**config.mk**
```make
export PLATFORM = sky130hd
export DESIGN_NAME = pix_serializer
export DESIGN_NICKNAME = d
export VERILOG_FILES = /design/src/rtl/pix_ser_pkg.sv /design/src/rtl/pix_ser_ctrl.sv /design/src/rtl/pix_ser_datapath.sv /design/src/rtl/pix_serializer.sv
export SDC_FILE = /design/constraint.sdc
export NUM_CORES = 1
export LEC_CHECK = 0
export ABC_AREA = 1
export ABC_CLOCK_PERIOD_IN_PS = 1900
export BUFFER_PORTS_ARGS = -buffer_cell sky130_fd_sc_hd__buf_4
export CORE_UTILIZATION = 56
export DETAILED_ROUTE_END_ITERATION = 16
export PLACE_DENSITY = 0.83
export SLEW_MARGIN = 40
export SYNTH_ARGS = -nofsm -noshare
export SYNTH_HDL_FRONTEND = slang
export SYNTH_HIERARCHICAL = 1
export SYNTH_SLANG_ARGS = --single-unit
```
**constraint.sdc**
```tcl
create_clock -name clk -period 1.9 [get_ports clk]
set_input_delay 0 -clock clk [delete_from_list [all_inputs] [get_ports clk]]
set_output_delay 0 -clock clk [all_outputs]
set_load 0.005 [all_outputs]
```
**src/rtl/pix_ser_pkg.sv**
```systemverilog
package pix_ser_pkg;
  localparam int COLOR_W = 10;
  localparam int LANES   = 5;
  localparam int SLOTS   = 7;
  localparam int SLOT_W  = $clog2(SLOTS);
  localparam int OFF_W   = $clog2(COLOR_W);
  localparam logic [SLOTS-1:0] CLK_PATTERN = 7'b1100011;

  typedef enum logic [2:0] {
    MAP_18   = 3'd0,
    MAP_24LO = 3'd1,
    MAP_30LO = 3'd2,
    MAP_24HI = 3'd3,
    MAP_30HI = 3'd4
  } mapMode_e;

  typedef struct packed {
    logic              advance;
    logic              load;
    logic [SLOT_W-1:0] slot;
  } serCtrl_t;

  typedef struct packed {
    logic               de;
    logic               vs;
    logic               hs;
    logic [COLOR_W-1:0] b;
    logic [COLOR_W-1:0] g;
    logic [COLOR_W-1:0] r;
  } pixel_t;

  typedef struct packed {
    logic [OFF_W-1:0] coreOff;
    logic [OFF_W-1:0] ext3Off;
    logic [OFF_W-1:0] ext4Off;
    logic             ext3On;
    logic             ext4On;
  } mapCfg_t;

  function automatic mapCfg_t decodeMode(input logic [2:0] m);
    mapCfg_t c;
    c = '0;
    case (m)
      MAP_24LO: begin c.coreOff = 2; c.ext3Off = 0; c.ext3On = 1'b1; end
      MAP_30LO: begin
        c.coreOff = 4; c.ext3Off = 2; c.ext4Off = 0;
        c.ext3On = 1'b1; c.ext4On = 1'b1;
      end
      MAP_24HI: begin c.coreOff = 0; c.ext3Off = 6; c.ext3On = 1'b1; end
      MAP_30HI: begin
        c.coreOff = 0; c.ext3Off = 6; c.ext4Off = 8;
        c.ext3On = 1'b1; c.ext4On = 1'b1;
      end
      default: c = '0;
    endcase
    return c;
  endfunction
endpackage

```
**src/rtl/pix_ser_ctrl.sv**
```systemverilog
module pix_ser_ctrl
  import pix_ser_pkg::*;
(
  input  logic     clk,
  input  logic     rstN,
  input  logic     bitEn,
  output serCtrl_t ctrl
);
  localparam logic [SLOT_W-1:0] LAST_SLOT = SLOT_W'(SLOTS - 1);

  logic [SLOT_W-1:0] slotQ;
  logic [SLOT_W-1:0] slotNext;

  assign slotNext = (slotQ == LAST_SLOT) ? '0 : SLOT_W'(slotQ + 1'b1);

  always_ff @(posedge clk or negedge rstN) begin
    if (!rstN) slotQ <= LAST_SLOT;
    else if (bitEn) slotQ <= slotNext;
  end

  always_comb begin
    ctrl.advance = bitEn;
    ctrl.load    = bitEn && (slotQ == LAST_SLOT);
    ctrl.slot    = slotQ;
  end
endmodule

```
**src/rtl/pix_ser_datapath.sv**
```systemverilog
module pix_ser_datapath
  import pix_ser_pkg::*;
(
  input  logic             clk,
  input  logic             rstN,
  input  serCtrl_t         ctrl,
  input  logic [2:0]       modeIn,
  input  pixel_t           pixIn,
  output logic [LANES-1:0] laneOut,
  output logic             clkLane,
  output logic [2:0]       modeOut
);
  pixel_t           holdQ;
  logic [2:0]       modeQ;
  mapCfg_t          cfg;
  logic [SLOTS-1:0] laneWord [LANES];
  logic [LANES-1:0] laneOn;

  always_ff @(posedge clk or negedge rstN) begin
    if (!rstN) begin
      holdQ <= '0;
      modeQ <= MAP_18;
    end else if (ctrl.load) begin
      holdQ <= pixIn;
      modeQ <= modeIn;
    end
  end

  assign cfg = decodeMode(modeQ);

  always_comb begin
    logic [OFF_W-1:0] o;
    o = cfg.coreOff;
    laneWord[0] = {holdQ.r[o], holdQ.r[o+1], holdQ.r[o+2], holdQ.r[o+3],
                   holdQ.r[o+4], holdQ.r[o+5], holdQ.g[o]};
    laneWord[1] = {holdQ.g[o+1], holdQ.g[o+2], holdQ.g[o+3], holdQ.g[o+4],
                   holdQ.g[o+5], holdQ.b[o], holdQ.b[o+1]};
    laneWord[2] = {holdQ.b[o+2], holdQ.b[o+3], holdQ.b[o+4], holdQ.b[o+5],
                   holdQ.hs, holdQ.vs, holdQ.de};
  end

  genvar e;
  generate
    for (e = 3; e < LANES; e++) begin : gExtra
      logic [OFF_W-1:0] p;
      assign p = (e == 3) ? cfg.ext3Off : cfg.ext4Off;
      assign laneWord[e] = {holdQ.r[p], holdQ.r[p+1], holdQ.g[p], holdQ.g[p+1],
                            holdQ.b[p], holdQ.b[p+1], 1'b0};
    end
  endgenerate

  assign laneOn = {cfg.ext4On, cfg.ext3On, 3'b111};

  genvar l;
  generate
    for (l = 0; l < LANES; l++) begin : gLane
      assign laneOut[l] = laneOn[l] & laneWord[l][ctrl.slot];
    end
  endgenerate

  assign clkLane = CLK_PATTERN[ctrl.slot];
  assign modeOut = modeQ;
endmodule

```
**src/rtl/pix_serializer.sv**
```systemverilog
module pix_serializer
  import pix_ser_pkg::*;
(
  input  logic                clk,
  input  logic                rstN,
  input  logic                bitEn,
  input  logic [2:0]          mode,
  input  logic [COLOR_W-1:0]  red,
  input  logic [COLOR_W-1:0]  green,
  input  logic [COLOR_W-1:0]  blue,
  input  logic                hsync,
  input  logic                vsync,
  input  logic                dataEn,
  output logic [LANES-1:0]    laneOut,
  output logic                clkLane
);
  serCtrl_t          ctrl;
  pixel_t            pixIn;
  logic [SLOT_W-1:0] curSlot;
  logic [2:0]        curMode;

  assign pixIn = '{de: dataEn, vs: vsync, hs: hsync, b: blue, g: green, r: red};

  pix_ser_ctrl ctrl_i (
    .clk   (clk),
    .rstN  (rstN),
    .bitEn (bitEn),
    .ctrl  (ctrl)
  );

  pix_ser_datapath dp_i (
    .clk     (clk),
    .rstN    (rstN),
    .ctrl    (ctrl),
    .modeIn  (mode),
    .pixIn   (pixIn),
    .laneOut (laneOut),
    .clkLane (clkLane),
    .modeOut (curMode)
  );

  assign curSlot = ctrl.slot;
endmodule

```
==> impl_results.md, run 1 <==
- Status: finished, violations left
- Failing checks: setup timing
- Pre-Repair DR Iteration Count: 5
- Register area: 982.2 um^2
- Vias per cell: 5.887
- Vias: 3020
- Clock-pin slew on the worst setup and hold paths: 80 ps
- Reg2reg start: ctrl_i/slotQ[1]$_DFFE_PN1P_
- Row count: 23
- Slew Viols, Final: 0
- Final hold vios: 0
- Worst setup SP type: register
- Max FO, Critical Path: 20
- Final setup margin: -170.4 ps
- HPWL Detailed: 4853 um
- Syn_area_per_cell: 6.750 um^2
- Minimum clock period: 2070 ps
- Hold WS: 194.3 ps
- Most crowded layer after global routing: met2
- Root Buffer: clkbuf_8
- Max Cap Violations: 0
- RSZ-0062 raised after global routing: yes
- Synth Warn #: 6
- Netlist Area Pre-Place: 0.002430 mm^2
- Total number of H-tree levels: 2
- Worst path arrival time: 2070 ps
- WP data required: 1900 ps
- Total clock buffers created by CTS: 5
- Antenna Cells: 0
- Reg2Reg Setup Slack: 120 ps
- Slew headroom: 67.71%
- Clock Skews: 6.231 ps
- Worst reg2reg path depth: 5
- Syn nets: 399
- Initial Utilization: 59.46%
- Gpl congestion: 0.9080
- Later-pin clock latency in the skew report: 300 ps
- Post-route ant nets: 0
- CTS tree: done
- Cells after synthesis: 360
- Final WL: 8833 um
- Setup violators final: 1
- Crit share post-route: 109.0%
- PortBufs: 44
- Drt first-iter violations: 316
- First-pass GRT wire length: 11730 um
- Layout fillers: 218
- I/O pin total: 45
- Die Ht: 67.87 um
- Clock tree sinks: 39
- R2R Path End: dp_i/holdQ[30]$_DFFE_PN0P_
- Power per Cell Area: 1716 mW/mm^2
- Die footprint: 0.004606 mm^2
- Largest net degree at the start of global routing: 40
- Die X: 67.87 um
- CP Class: register to output pin
- GRT Util Overall: 34.90%
- Leak: 1.794 nW
- DRC errors left: 0
- WL/cell: 17.22 um
- Worst Max-Slew Pin Slew: 484.4 ps
- Layout area overhead: 49.85%
- Worst hold path type: primary input to async pin
- Final nets: 501
- Max frequency: 0.4830 GHz
- IR drop worst, VDD: 0.0009782 V
- Vias in the first global route: 2606
- Antenna violations before repair: 0
- Clk buf depth: 2
- Multi-input gate area: 0.001299 mm^2
- Overall Power: 6.249 mW
- Crit. End Element: output pin
- Met2 GRT Util: 58.66%
- Core ar.: 0.004086 mm^2
- Remaining global-route overflow: 0
- Met3 track demand over resource: 7.000%
- Fraction of layout cells with a size suffix above 1: 23.97%
- Met1 GRT Util: 42.60%
-- worst max-delay path, cell delays in order, from the launching register on --
cell and delay, ps:
dfrtp_2 490, nor2_2 130, nand2_2 110, buf_12 170, nand2_1 50, o21ai_0 110
o21ai_0 200, nand3_1 150, a21oi_2 220, buf_4 140
-- report_power, final --
group	internal, mW	total (mW)	switching, mW
Combinational	1.54	3.78	2.24
Sequential	1.27	1.64	0.375
Clock	0.525	0.827	0.302
Total	3.33	6.25	2.92
-- final cells by class --
cell class / count / area share [%]
Multi-Input combinational cell: 262 / 35.67
Timing Repair Buffer: 111 / 27.42
Sequential cell: 39 / 26.98
Inverter: 43 / 4.570
Clock buffer: 6 / 1.993
Tap cell: 50 / 1.718
Clock inverter: 2 / 1.649
-- worst max-delay path by stage --
stage | endpoint | cells past startpoint | from | slack, ps
detailed placement | laneOut[3] | 9 | ctrl_i/slotQ[1]$_DFFE_PN1P_ | 150
finish | laneOut[4] | 9 | dp_i/modeOut[1]$_DFFE_PN0P_ | -170
global route | laneOut[4] | 9 | dp_i/modeOut[0]$_DFFE_PN0P_ | -390
floorplan | dp_i/holdQ[15]$_DFFE_PN0P_ | 6 | ctrl_i/slotQ[2]$_DFFE_PN1P_ | 260
global placement | laneOut[0] | 9 | ctrl_i/slotQ[1]$_DFFE_PN1P_ | 200
CTS | laneOut[3] | 11 | dp_i/modeOut[2]$_DFFE_PN0P_ | -20
-- state kept, by name, indices dropped and copies added (netlist names) --
name          count
ctrl_i/slotQ      3
dp_i/modeOut      3
dp_i/holdQ       33
-- placed cells by master (no fill, tap or decap), types with 2 or more instances in the layout --
master and instances:
buf_12 4, mux2_2 6, clkbuf_8 5, nor2_4 4, nand3_1 33, nand2_2 2, nand2_4 4, inv_4 2
nand3_4 2, a21oi_1 19, dlygate4sd3_1 38, dfstp_2 2, nand3_2 2, o21ai_1 7, nand2_1 113, buf_6 2
inv_1 38, dfrtp_1 34, dfrtp_2 3, o21ai_0 46, bufinv_16 2, inv_2 3, buf_4 65, nor2_1 15
o211ai_1 5
-- stage by stage --
step | instances | utilization [%] | TNS, ps | setup slack (ps) | instance area, um^2
after floorplan | 360 | - | 0 | 262.5 | 2430
after global placement | 451 | 70.12 | 0 | 202.0 | 2865
after detailed placement | 451 | 70.12 | 0 | 145.4 | 2865
after CTS | 497 | 82.98 | -15.88 | -15.88 | 3391
after global routing | 513 | 89.10 | -587.6 | -394.2 | 3641
final | 513 | 89.10 | -170.4 | -170.4 | 3641
-- routing by layer --
| metal | vias to the layer above | share of wire, % |
|---|---|---|
| met5 | - | 0 |
| met1 | 1365 | 37 |
| met3 | 60 | 10 |
| li1 | 1363 | - |
| met4 | 0 | 5.4 |
| met2 | 232 | 48 |
-- what timing repair did --
item,in CTS,in global routing
pin swaps,0,4
hold endpoints to repair,75,0
endpoints found under the setup margin,4,5
gates cloned,0,1
hold buffers,38,0
gates resized for setup,5,35
setup buffers,0,15
Power figures use the tool's default switching activity.
==> inputs of run 2 (changes only) <==
Settings changed: CORE_UTILIZATION 56 to 45, PLACE_DENSITY 0.83 to 0.7.
==> impl_results.md, run 2 (same netlist as run 1, synthesis figures left out) <==
- Commonest cells after routing, fill and taps aside: nand2_1 (109), buf_4 (63), o21ai_0 (46)
- Crit. End Element: output pin
- IR drop worst, VDD: 0.0008598 V
- Root Buffer: clkbuf_8
- Reg with most FFs: dp_i/holdQ
- DRC errors left: 0
- Vias per cell: 5.180
- P_sw: 2.666 mW
- Antenna Cells: 0
- WL/cell: 14.12 um
- Core ar.: 0.005140 mm^2
- Max Cap Violations: 0
- HPWL Detailed: 4874 um
- Worst setup SP type: register
- Vias: 2740
- Reg2reg start: ctrl_i/slotQ[1]$_DFFE_PN1P_
- Bufs and invs on worst path: 3
- WP data required: 1900 ps
- Total number of H-tree levels: 2
- Minimum clock period: 1878 ps
- Sw frac: 45.98%
- Clock Skews: 3.737 ps
- Crit share post-route: 98.86%
- Crit-path most repeated cell: nand3_1
- GRT Util Overall: 28.49%
- Internal power: 3.132 mW
- CP cell instances: nor2_1 > nand2_2 > buf_12 > nand3_1 > nand3_1 > nand2_1 > nand3_1 > nand2_1 > inv_1 > nor2_1 > buf_4
- Largest net degree at the start of global routing: 40
- First-pass GRT wire length: 12020 um
- Later-pin clock latency in the skew report: 290 ps
- Vias in the first global route: 2616
- Overall Power: 5.797 mW
- Die footprint: 0.005697 mm^2
- Fraction of layout cells with a size suffix above 1: 25.27%
- Final WL: 7468 um
- Power per Cell Area: 1617 mW/mm^2
- Part of the power in registers: 27.7%
- Clock-pin slew on the worst setup and hold paths: 80 ps
- Dpl ws: 11.46 ps
- Pre-Repair DR Iteration Count: 7
- I/O pin total: 45
- Die X: 75.48 um
- Setup violators final: 0
- Total clock buffers created by CTS: 5
- Slowest stage delay, CP: 470 ps
- Slew headroom: 67.38%
- PortBufs: 44
- Final nets: 497
- Status: finished clean
- Comb pwr share: 59.9%
- Register area: 982.2 um^2
- CP top delay family: simple AND/OR/NAND/NOR gates
- Clk buf depth: 2
- CTS tree: done
- Max frequency: 0.5324 GHz
- Gpl congestion: 0.9079
- Crit path from: dp_i/modeOut[0]$_DFFE_PN0P_
- Max FO, Critical Path: 20
- Slew Viols, Final: 0
- Leak: 1.760 nW
- Slowest cell on the critical path: dfrtp_2
- Remaining global-route overflow: 0
- Final setup margin: 21.62 ps
- Antenna violations before repair: 0
- Layout area overhead: 47.53%
- Layout fillers: 459
- Worst hold path type: primary input to async pin
- Commonest non-fill, non-tap cell in the layout: nand2_1
- Multi-input gate area: 0.001291 mm^2
- Max FFs per register: 33
- Drt first-iter violations: 288
- Setup TNS: 0 ps
- Die Ht: 75.48 um
- Clock share of power: 12.4%
- CP Class: register to output pin
- RSZ-0062 raised after global routing: yes
- Worst Max-Slew Pin Slew: 489.3 ps
- Clock tree sinks: 39
- Hold WS: 208.5 ps
- Initial Utilization: 47.27%
- Row count: 26
- Post-route ant nets: 0
- Final hold vios: 0
- Worst path arrival time: 1880 ps
-- run 2: cell types whose count changed in the layout (fill, tap and decap cells not counted), sizes merged --
cell and delta:
buf -3, bufinv -1, dlymetal6s2s -1, clkinv +1
-- run 2: per-layer routing --
layer | wire length [um] | track usage [%] | up-vias
met2 | 3721 | 49.90 | 99
li1 | - | - | 1356
met3 | 415 | 3.968 | 17
met1 | 3200 | 36.85 | 1268
met4 | 131 | 8.025 | 0
met5 | 0 | 0 | -
-- run 2: power groups by stage --
stage | registers, mW | logic (mW) | clock network, mW
floorplan | 1.50 | 1.98 | 0
global placement | 1.60 | 2.86 | 0
detailed placement | 1.60 | 2.90 | 0
CTS | 1.60 | 3.06 | 0.746
global route | 1.65 | 3.86 | 0.770
finish | 1.61 | 3.47 | 0.719
-- run 2: path summary, 6_finish.rpt --
| check | end | slack (ps) | cells after the start |
|---|---|---|---|
| hold / removal | dp_i/modeOut[2]$_DFFE_PN0P_ | 210 | 2 |
| setup reg to reg | dp_i/holdQ[7]$_DFFE_PN0P_ | 240 | 4 |
| hold reg to reg | dp_i/holdQ[31]$_DFFE_PN0P_ | 520 | 1 |
| min in group clk | dp_i/holdQ[15]$_DFFE_PN0P_ | 450 | 4 |
| max in group asynchronous | ctrl_i/slotQ[0]$_DFFE_PN0P_ | 1320 | 2 |
| setup / recovery | laneOut[3] | 20 | 11 |
-- run 2: layout make-up --
cell class                      count  share of cell area, %
Multi-Input combinational cell    262                  36.02
Sequential cell                    39                  27.40
Timing Repair Buffer              107                  26.28
Inverter                           43                  4.572
Tap cell                           70                  2.443
Clock buffer                        6                  2.304
Clock inverter                      2                 0.9773
-- run 2: timing repair --
item / in CTS / in global routing
hold buffers: 38 / 0
cloned: 0 / 1
resized for setup: 6 / 31
endpoints found under the hold margin: 75 / 0
pin swaps: 2 / 5
setup endpoints to repair: 5 / 5
setup buffers: 3 / 7
-- run 2: worst register-to-register path, cell delays in order, from the launching register on --
cell and delay (ps):
dfstp_2 630, nand2_1 140, nor2_4 370, buf_4 290, o21ai_0 110
-- run 2: per-stage QoR --
stage,instance area [um^2],cells,utilization (%)
after floorplan,2430,360,-
after global placement,2898,472,56.38
after detailed placement,2898,472,56.38
after CTS,3442,521,66.97
after global routing,3585,529,69.74
final,3585,529,69.74
